## src/rtl/wsbm_pkg.sv

```systemverilog
package wsbm_pkg;

    typedef enum logic [1:0] {
        ST_IDLE = 2'd0,
        ST_ADDR = 2'd1,
        ST_WAIT = 2'd2
    } seq_state_e;

    typedef enum logic [1:0] {
        RSP_OK      = 2'b00,
        RSP_RETRY   = 2'b01,
        RSP_TRAP    = 2'b10,
        RSP_TIMEOUT = 2'b11
    } rsp_code_e;

    // Fault classification for a ready-high sample.
    function automatic rsp_code_e classify(input logic fault, input logic prot);
        if (!fault)    return RSP_OK;
        else if (prot) return RSP_TRAP;
        else           return RSP_RETRY;
    endfunction

endpackage

```

## src/rtl/wsbm_ready_sync.sv

```systemverilog
module wsbm_ready_sync #(
    parameter bit SYNC_EN = 1'b1
) (
    input  logic clk,
    input  logic rst_n,
    input  logic async_i,
    output logic sync_o
);

    generate
        if (SYNC_EN) begin : g_two_flop
            logic [1:0] stage_q;
            always_ff @(posedge clk or negedge rst_n) begin
                if (!rst_n) stage_q <= 2'b00;
                else        stage_q <= {stage_q[0], async_i};
            end
            assign sync_o = stage_q[1];
        end else begin : g_direct
            assign sync_o = async_i;
        end
    endgenerate

endmodule

```

## src/rtl/wsbm_watchdog.sv

```systemverilog
module wsbm_watchdog #(
    parameter int CW = 8
) (
    input  logic          clk,
    input  logic          rst_n,
    input  logic          clr_i,
    input  logic          tick_i,
    input  logic [CW-1:0] limit_i,
    output logic [CW:0]   total_o,
    output logic          expired_o
);

    localparam int WW = CW + 1;

    logic [WW-1:0] cnt_q;

    // Expires on the low sample that would exceed the limit.
    assign expired_o = tick_i && (cnt_q == {1'b0, limit_i});
    assign total_o   = cnt_q + {{(WW-1){1'b0}}, tick_i};

    always_ff @(posedge clk or negedge rst_n) begin
        if (!rst_n) begin
            cnt_q <= '0;
        end else if (clr_i) begin
            cnt_q <= '0;
        end else if (tick_i && !expired_o) begin
            cnt_q <= cnt_q + 1'b1;
        end
    end

endmodule

```

## src/rtl/wsbm_resp.sv

```systemverilog
module wsbm_resp
    import wsbm_pkg::*;
#(
    parameter int DW = 32,
    parameter int CW = 8
) (
    input  logic          clk,
    input  logic          rst_n,
    input  logic          finish_i,
    input  rsp_code_e     code_i,
    input  logic [CW:0]   waits_i,
    input  logic          load_rdata_i,
    input  logic [DW-1:0] rdata_i,
    output logic          done_o,
    output logic [1:0]    status_o,
    output logic [CW:0]   waits_o,
    output logic [DW-1:0] rdata_o
);

    always_ff @(posedge clk or negedge rst_n) begin
        if (!rst_n) begin
            done_o   <= 1'b0;
            status_o <= 2'b00;
            waits_o  <= '0;
            rdata_o  <= '0;
        end else begin
            done_o <= finish_i;
            if (finish_i) begin
                status_o <= code_i;
                waits_o  <= waits_i;
            end
            if (load_rdata_i) begin
                rdata_o <= rdata_i;
            end
        end
    end

endmodule

```

## src/rtl/wsbm_master.sv

```systemverilog
module wsbm_master
    import wsbm_pkg::*;
#(
    parameter int AW         = 16,
    parameter int DW         = 32,
    parameter int CW         = 8,
    parameter bit SYNC_READY = 1'b1
) (
    input  logic          clk,
    input  logic          rst_n,
    input  logic          cmd_valid,
    output logic          cmd_ready,
    input  logic          cmd_write,
    input  logic [AW-1:0] cmd_addr,
    input  logic [DW-1:0] cmd_wdata,
    input  logic [CW-1:0] timeout_limit,
    output logic          rsp_done,
    output logic [1:0]    rsp_status,
    output logic [DW-1:0] rsp_rdata,
    output logic [CW:0]   rsp_waits,
    output logic          bus_sel,
    output logic          bus_rd,
    output logic          bus_wr,
    output logic [AW-1:0] bus_addr,
    output logic [DW-1:0] bus_wdata,
    input  logic          bus_ready,
    input  logic          bus_err,
    input  logic          bus_prot,
    input  logic [DW-1:0] bus_rdata
);

    localparam int WW = CW + 1;

    seq_state_e    state_q, state_d;
    logic          rdy_s;
    logic          accept, in_access, tick, hit, expired, finish;
    logic          write_q;
    logic [AW-1:0] addr_q;
    logic [DW-1:0] wdata_q;
    logic [CW-1:0] limit_q;
    logic [WW-1:0] total;
    rsp_code_e     code;

    wsbm_ready_sync #(.SYNC_EN(SYNC_READY)) u_rdy_sync (
        .clk     (clk),
        .rst_n   (rst_n),
        .async_i (bus_ready),
        .sync_o  (rdy_s)
    );

    assign in_access = (state_q != ST_IDLE);
    assign accept    = cmd_valid && cmd_ready;
    assign tick      = in_access && !rdy_s;
    assign hit       = in_access && rdy_s;
    assign finish    = hit || expired;
    assign code      = expired ? RSP_TIMEOUT : classify(bus_err, bus_prot);

    wsbm_watchdog #(.CW(CW)) u_watchdog (
        .clk       (clk),
        .rst_n     (rst_n),
        .clr_i     (accept),
        .tick_i    (tick),
        .limit_i   (limit_q),
        .total_o   (total),
        .expired_o (expired)
    );

    wsbm_resp #(.DW(DW), .CW(CW)) u_resp (
        .clk          (clk),
        .rst_n        (rst_n),
        .finish_i     (finish),
        .code_i       (code),
        .waits_i      (total),
        .load_rdata_i (hit && !write_q),
        .rdata_i      (bus_rdata),
        .done_o       (rsp_done),
        .status_o     (rsp_status),
        .waits_o      (rsp_waits),
        .rdata_o      (rsp_rdata)
    );

    // State register
    always_ff @(posedge clk or negedge rst_n) begin
        if (!rst_n) state_q <= ST_IDLE;
        else        state_q <= state_d;
    end

    // Transitions: accept, stall, finish, abort
    always_comb begin
        state_d = state_q;
        unique case (state_q)
            ST_IDLE: begin
                if (accept) state_d = ST_ADDR;
            end
            ST_ADDR, ST_WAIT: begin
                if (finish) state_d = ST_IDLE;
                else        state_d = ST_WAIT;
            end
            default: state_d = ST_IDLE;
        endcase
    end

    // Command latch, loaded only on a handshake
    always_ff @(posedge clk or negedge rst_n) begin
        if (!rst_n) begin
            write_q <= 1'b0;
            addr_q  <= '0;
            wdata_q <= '0;
            limit_q <= '0;
        end else if (accept) begin
            write_q <= cmd_write;
            addr_q  <= cmd_addr;
            wdata_q <= cmd_wdata;
            limit_q <= timeout_limit;
        end
    end

    // Outputs decoded from the state register
    always_comb begin
        cmd_ready = (state_q == ST_IDLE) && !rdy_s;
        bus_sel   = in_access;
        bus_rd    = in_access && !write_q;
        bus_wr    = in_access && write_q;
        bus_addr  = addr_q;
        bus_wdata = wdata_q;
    end

endmodule

```

## config.mk

```make
export PLATFORM = sky130hd
export DESIGN_NAME = wsbm_master
export DESIGN_NICKNAME = d
export VERILOG_FILES = /design/src/rtl/wsbm_pkg.sv /design/src/rtl/wsbm_ready_sync.sv /design/src/rtl/wsbm_watchdog.sv /design/src/rtl/wsbm_resp.sv /design/src/rtl/wsbm_master.sv
export SDC_FILE = /design/constraint.sdc
export NUM_CORES = 1
export LEC_CHECK = 0
export BUFFER_PORTS_ARGS = -buffer_cell sky130_fd_sc_hd__buf_4
export CORE_MARGIN = 3
export CORE_UTILIZATION = 43
export CTS_CLUSTER_SIZE = 14
export DETAILED_ROUTE_END_ITERATION = 7
export PLACE_DENSITY = 0.84
export SLEW_MARGIN = 30
export SYNTH_ARGS = -nofsm -noshare
export SYNTH_HDL_FRONTEND = slang
export SYNTH_SLANG_ARGS = --single-unit
```

## constraint.sdc

```tcl
create_clock -name clk -period 2.4 [get_ports clk]
set_input_delay 0.48 -clock clk [delete_from_list [all_inputs] [get_ports clk]]
set_output_delay 0.48 -clock clk [all_outputs]
set_load 0.01 [all_outputs]
```

==> results by stage <==
Timing:
- The peak clock frequency supported by timing is 0.451 GHz.
- The hold violation count in the final report was 0.
- The number of max-slew violations in the final report is 0.
- The worst-case setup margin in the final layout is 0.183 ns.
- In this run the tightest slew margin relative to its limit is 61.4%.
- The final critical path time including I/O delays and setup is 2.22 ns.
- In the finished design, the share of the clock period the worst path needs comes to 92.4%.
- Setup violations remaining at the end of the flow were counted as 0.
- The setup skew after layout is 0.0105 ns.
- The tightest hold path in the finished design has a slack of 0.0772 ns.
- After routing, the total negative slack on setup checks comes to 0 ns.
- Setup repair after global routing left no endpoint under its margin.
- The slew of the pin with the lowest slew margin is 0.579 ns.

Synthesis:
- When the netlist entered floorplanning its net count stood at 416.
- Of the synthesized area, sequential elements account for 61.9%.
- The synthesized design contains 114 register bits.
- The mean cell area of the mapped netlist is 14.6 um2.
- After synthesis, the netlist uses 31 different library cells.
- In the synthesized netlist the dominant register cell turns out to be sky130_fd_sc_hd__dfrtp_1.
- The Yosys step of the flow raised 0 warnings.
- The commonest cells after synthesis are 114 x sky130_fd_sc_hd__dfrtp_1, 89 x sky130_fd_sc_hd__mux2_2, 14 x sky130_fd_sc_hd__nor2_1, 10 x sky130_fd_sc_hd__buf_2.
- In the synthesized netlist, the number of instances is 316.
- The number of enable flip-flop cells after synthesis is 0.
- The synthesized design spends more area on one cell type than any other, namely sky130_fd_sc_hd__dfrtp_1.
- In the post-synthesis netlist, the biggest area contributors are sky130_fd_sc_hd__dfrtp_1 62%, sky130_fd_sc_hd__mux2_2 22%, sky130_fd_sc_hd__xnor2_1 1.5%.
- The top cell type by area accounts for 61.9% of the synthesized area.
- The proportion of synthesized flip-flops having asynchronous set or reset is 100%.
- The most used standard cell by instance count after synthesis is sky130_fd_sc_hd__dfrtp_1.
- In this run the cell area of the synthesized design comes to 4610 um2.

Drt:
- Dividing the detail-routed wire length by the instance count gives 16.6 um.
- The first routing iteration left 88 violations.
- The detailed-route vias per instance is 4.97.
- The detail route stage leaves a number of antenna-violating nets equal to 0.
- The remaining routing DRC violations is 0.
- The total wire length after detailed routing is 11100 um.
- For this run, the detailed router's first-pass iteration total came to 5.
- Across all layers, the routed design uses 3316 vias.

Worst setup path:
- On the critical path, the stage with the largest delay is an instance of sky130_fd_sc_hd__dfrtp_1.
- STA classifies the critical path startpoint as a flop.
- Broken down by cell family, the worst path's largest delay share belongs to flip-flops.
- On the worst path, the slowest cell contributes a delay of 0.37 ns.
- Walking the worst path, the cells encountered are inv_1 -> ha_2 -> nor2b_1 -> buf_4.
- The path type of the worst setup path is flop to primary output.
- At the worst endpoint, the required time is 1.92 ns.
- The buffering stage count on the worst path with inverters included is 2.
- STA classifies the critical path endpoint as a primary output.
- The arrival time of data at the critical path endpoint is 1.74 ns.
- In this run the worst path has a maximum fanout of 7.

Clocking:
- CTS built an H-tree with a depth of 4.
- The root buffer cell is sky130_fd_sc_hd__clkbuf_8.
- The worst-skew pair later-pin latency is 0.51 ns.
- The maximum clock path buffer count is 2.
- The TritonCTS clock tree is built.
- The number of buffers created by CTS is 17.
- After clock tree synthesis, the clock-pin slew on the worst setup and hold paths is 0.05 ns.
- The clock drives 114 sinks.

Cells and area:
- The layout has 757 filler cells.
- The number of antenna diodes in the final layout is 0.
- The post-route netlist has 61.2% of its cells at a drive strength greater than 1.
- The finished cells cover 6760 um2.
- The post-layout net count is 618.
- Relative to the synthesized area, the layout overhead comes to 46.6%.
- Cells fill 65.2% of the core in the end.
- The count of cells in the finished layout, fillers not included, comes to 667.

Pwr:
- IR analysis of the VDD net gives a maximum drop of 0.696 mV.
- Overall power consumption after layout is estimated at 9.28 mW.
- For this design the static power due to leakage is 3.20 nW.
- The power density over the cells is 1370 nW/um2.

Floorplanning:
- The die area is 12000 um2.
- The row count is 37.
- The width of the die is 110 um.
- The initial utilization of the core area, before any placement, comes to 44.5%.
- The number of placed I/O pins is 191.
- The floorplan step set the die height to 110 um.
- The core box area is 10400 um2.

Placed design:
- Port buffering added 190 buffers.
- The global placement routability congestion is 0.828.
- The post-placement cell area is 6190 um2.
- In this run, placement finished with an instance count of 634.
- The HPWL after detailed placement is 8370 um.
- The pre-CTS setup slack is 0.300 ns.

GRT:
- The global routing usage summed across all routing layers is 19.4%.
- The number of global-route vias before repair is 3610.
- The wire length of the first global-routing pass is 17600 um.
- The initial antenna violation count is 0.
- Summed over all layers, the global routing overflow is 0.
- Entering global routing, the biggest net connects 59 pins.

Worst hold path:
- The kind of path behind the tightest hold check is input port to flop.

Run status:
- The run finished with clean final reports.

Job:
- Across the run, the number of max-cap violations was 0.
## cell usage in the layout (no fill, tap or decap), types with 7 or more instances in the layout
master	count
sky130_fd_sc_hd__buf_4	199
sky130_fd_sc_hd__dfrtp_1	114
sky130_fd_sc_hd__mux2_2	89
sky130_fd_sc_hd__clkbuf_16	16
sky130_fd_sc_hd__nor2_1	13
sky130_fd_sc_hd__xnor2_1	8
sky130_fd_sc_hd__a21oi_1	8
sky130_fd_sc_hd__nand2_1	7
sky130_fd_sc_hd__nand3_1	7
sky130_fd_sc_hd__xor2_1	7
## cell families (layout without fill, tap and decap cells)
family	Yosys count	count (layout)	share of synthesized area, %
multiplexers	92	92	22.4
adder cells (fa/ha/maj)	5	5	1.36
flip-flops	114	114	61.9
buffers and inverters	23	238	2.71
XOR/XNOR	15	15	2.85
AND/OR/NAND/NOR	40	40	4.26
AO/OA/AOI/OAI	27	27	4.53
## area by class of cell
cell class	instances	area, um2	share of cell area [%]
multi-input cells	179	1640	24.3
clock inverters	11	113	1.67
repair buffers	201	1520	22.5
flip-flops and latches	114	2850	42.2
inverters	5	18.8	0.278
clock buffers	21	439	6.50
well taps	136	170	2.52
## final timing paths
kind | startpoint | end | slack, ns | cells past startpoint
worst max register to register | u_watchdog.cnt_q[5]$_DFFE_PN0P_ | u_watchdog.cnt_q[1]$_DFFE_PN0P_ | 0.30 | 6
worst min register to register | u_rdy_sync.g_two_flop.stage_q[0]$_DFF_PN0_ | u_rdy_sync.g_two_flop.stage_q[1]$_DFF_PN0_ | 0.36 | 0
worst min-delay path | bus_ready | u_rdy_sync.g_two_flop.stage_q[0]$_DFF_PN0_ | 0.08 | 1
min in group asynchronous | rst_n | u_resp.status_o[1]$_DFFE_PN0P_ | 0.50 | 2
worst max-delay path | state_q[0]$_DFFE_PN0P_ | cmd_ready | 0.18 | 4
max in group asynchronous | rst_n | u_watchdog.cnt_q[0]$_DFFE_PN0P_ | 1.23 | 3
## power breakdown
group          internal [mW]  total (mW)  switching (mW)
registers               2.84        3.39           0.551
clock network           1.49        2.31           0.818
logic                   2.05        3.58            1.53
total                   6.38        9.28            2.90
## state kept, by name (all words and copies together), names as in the netlist
register                       cells
bus_addr                          16
bus_wdata                         32
limit_q                            8
state_q                            2
u_rdy_sync.g_two_flop.stage_q      2
u_resp.done_o                      1
u_resp.rdata_o                    32
u_resp.status_o                    2
u_resp.waits_o                     9
u_watchdog.cnt_q                   9
write_q                            1
## routing by layer
layer / global-route usage, % / wire length [um]
met2: 33.7 / 5950
met3: 7.93 / 936
met5: 0 / 0
met1: 21.1 / 4060
met4: 7.84 / 163
## what timing repair did
item,4_1_cts,5_1_grt
gates resized for setup,0,1
hold buffers,1,0
endpoints found under the hold margin,37,0
setup buffers,0,0
endpoints found under the setup margin,0,1
No activity file was read; power rests on OpenSTA's default activity.
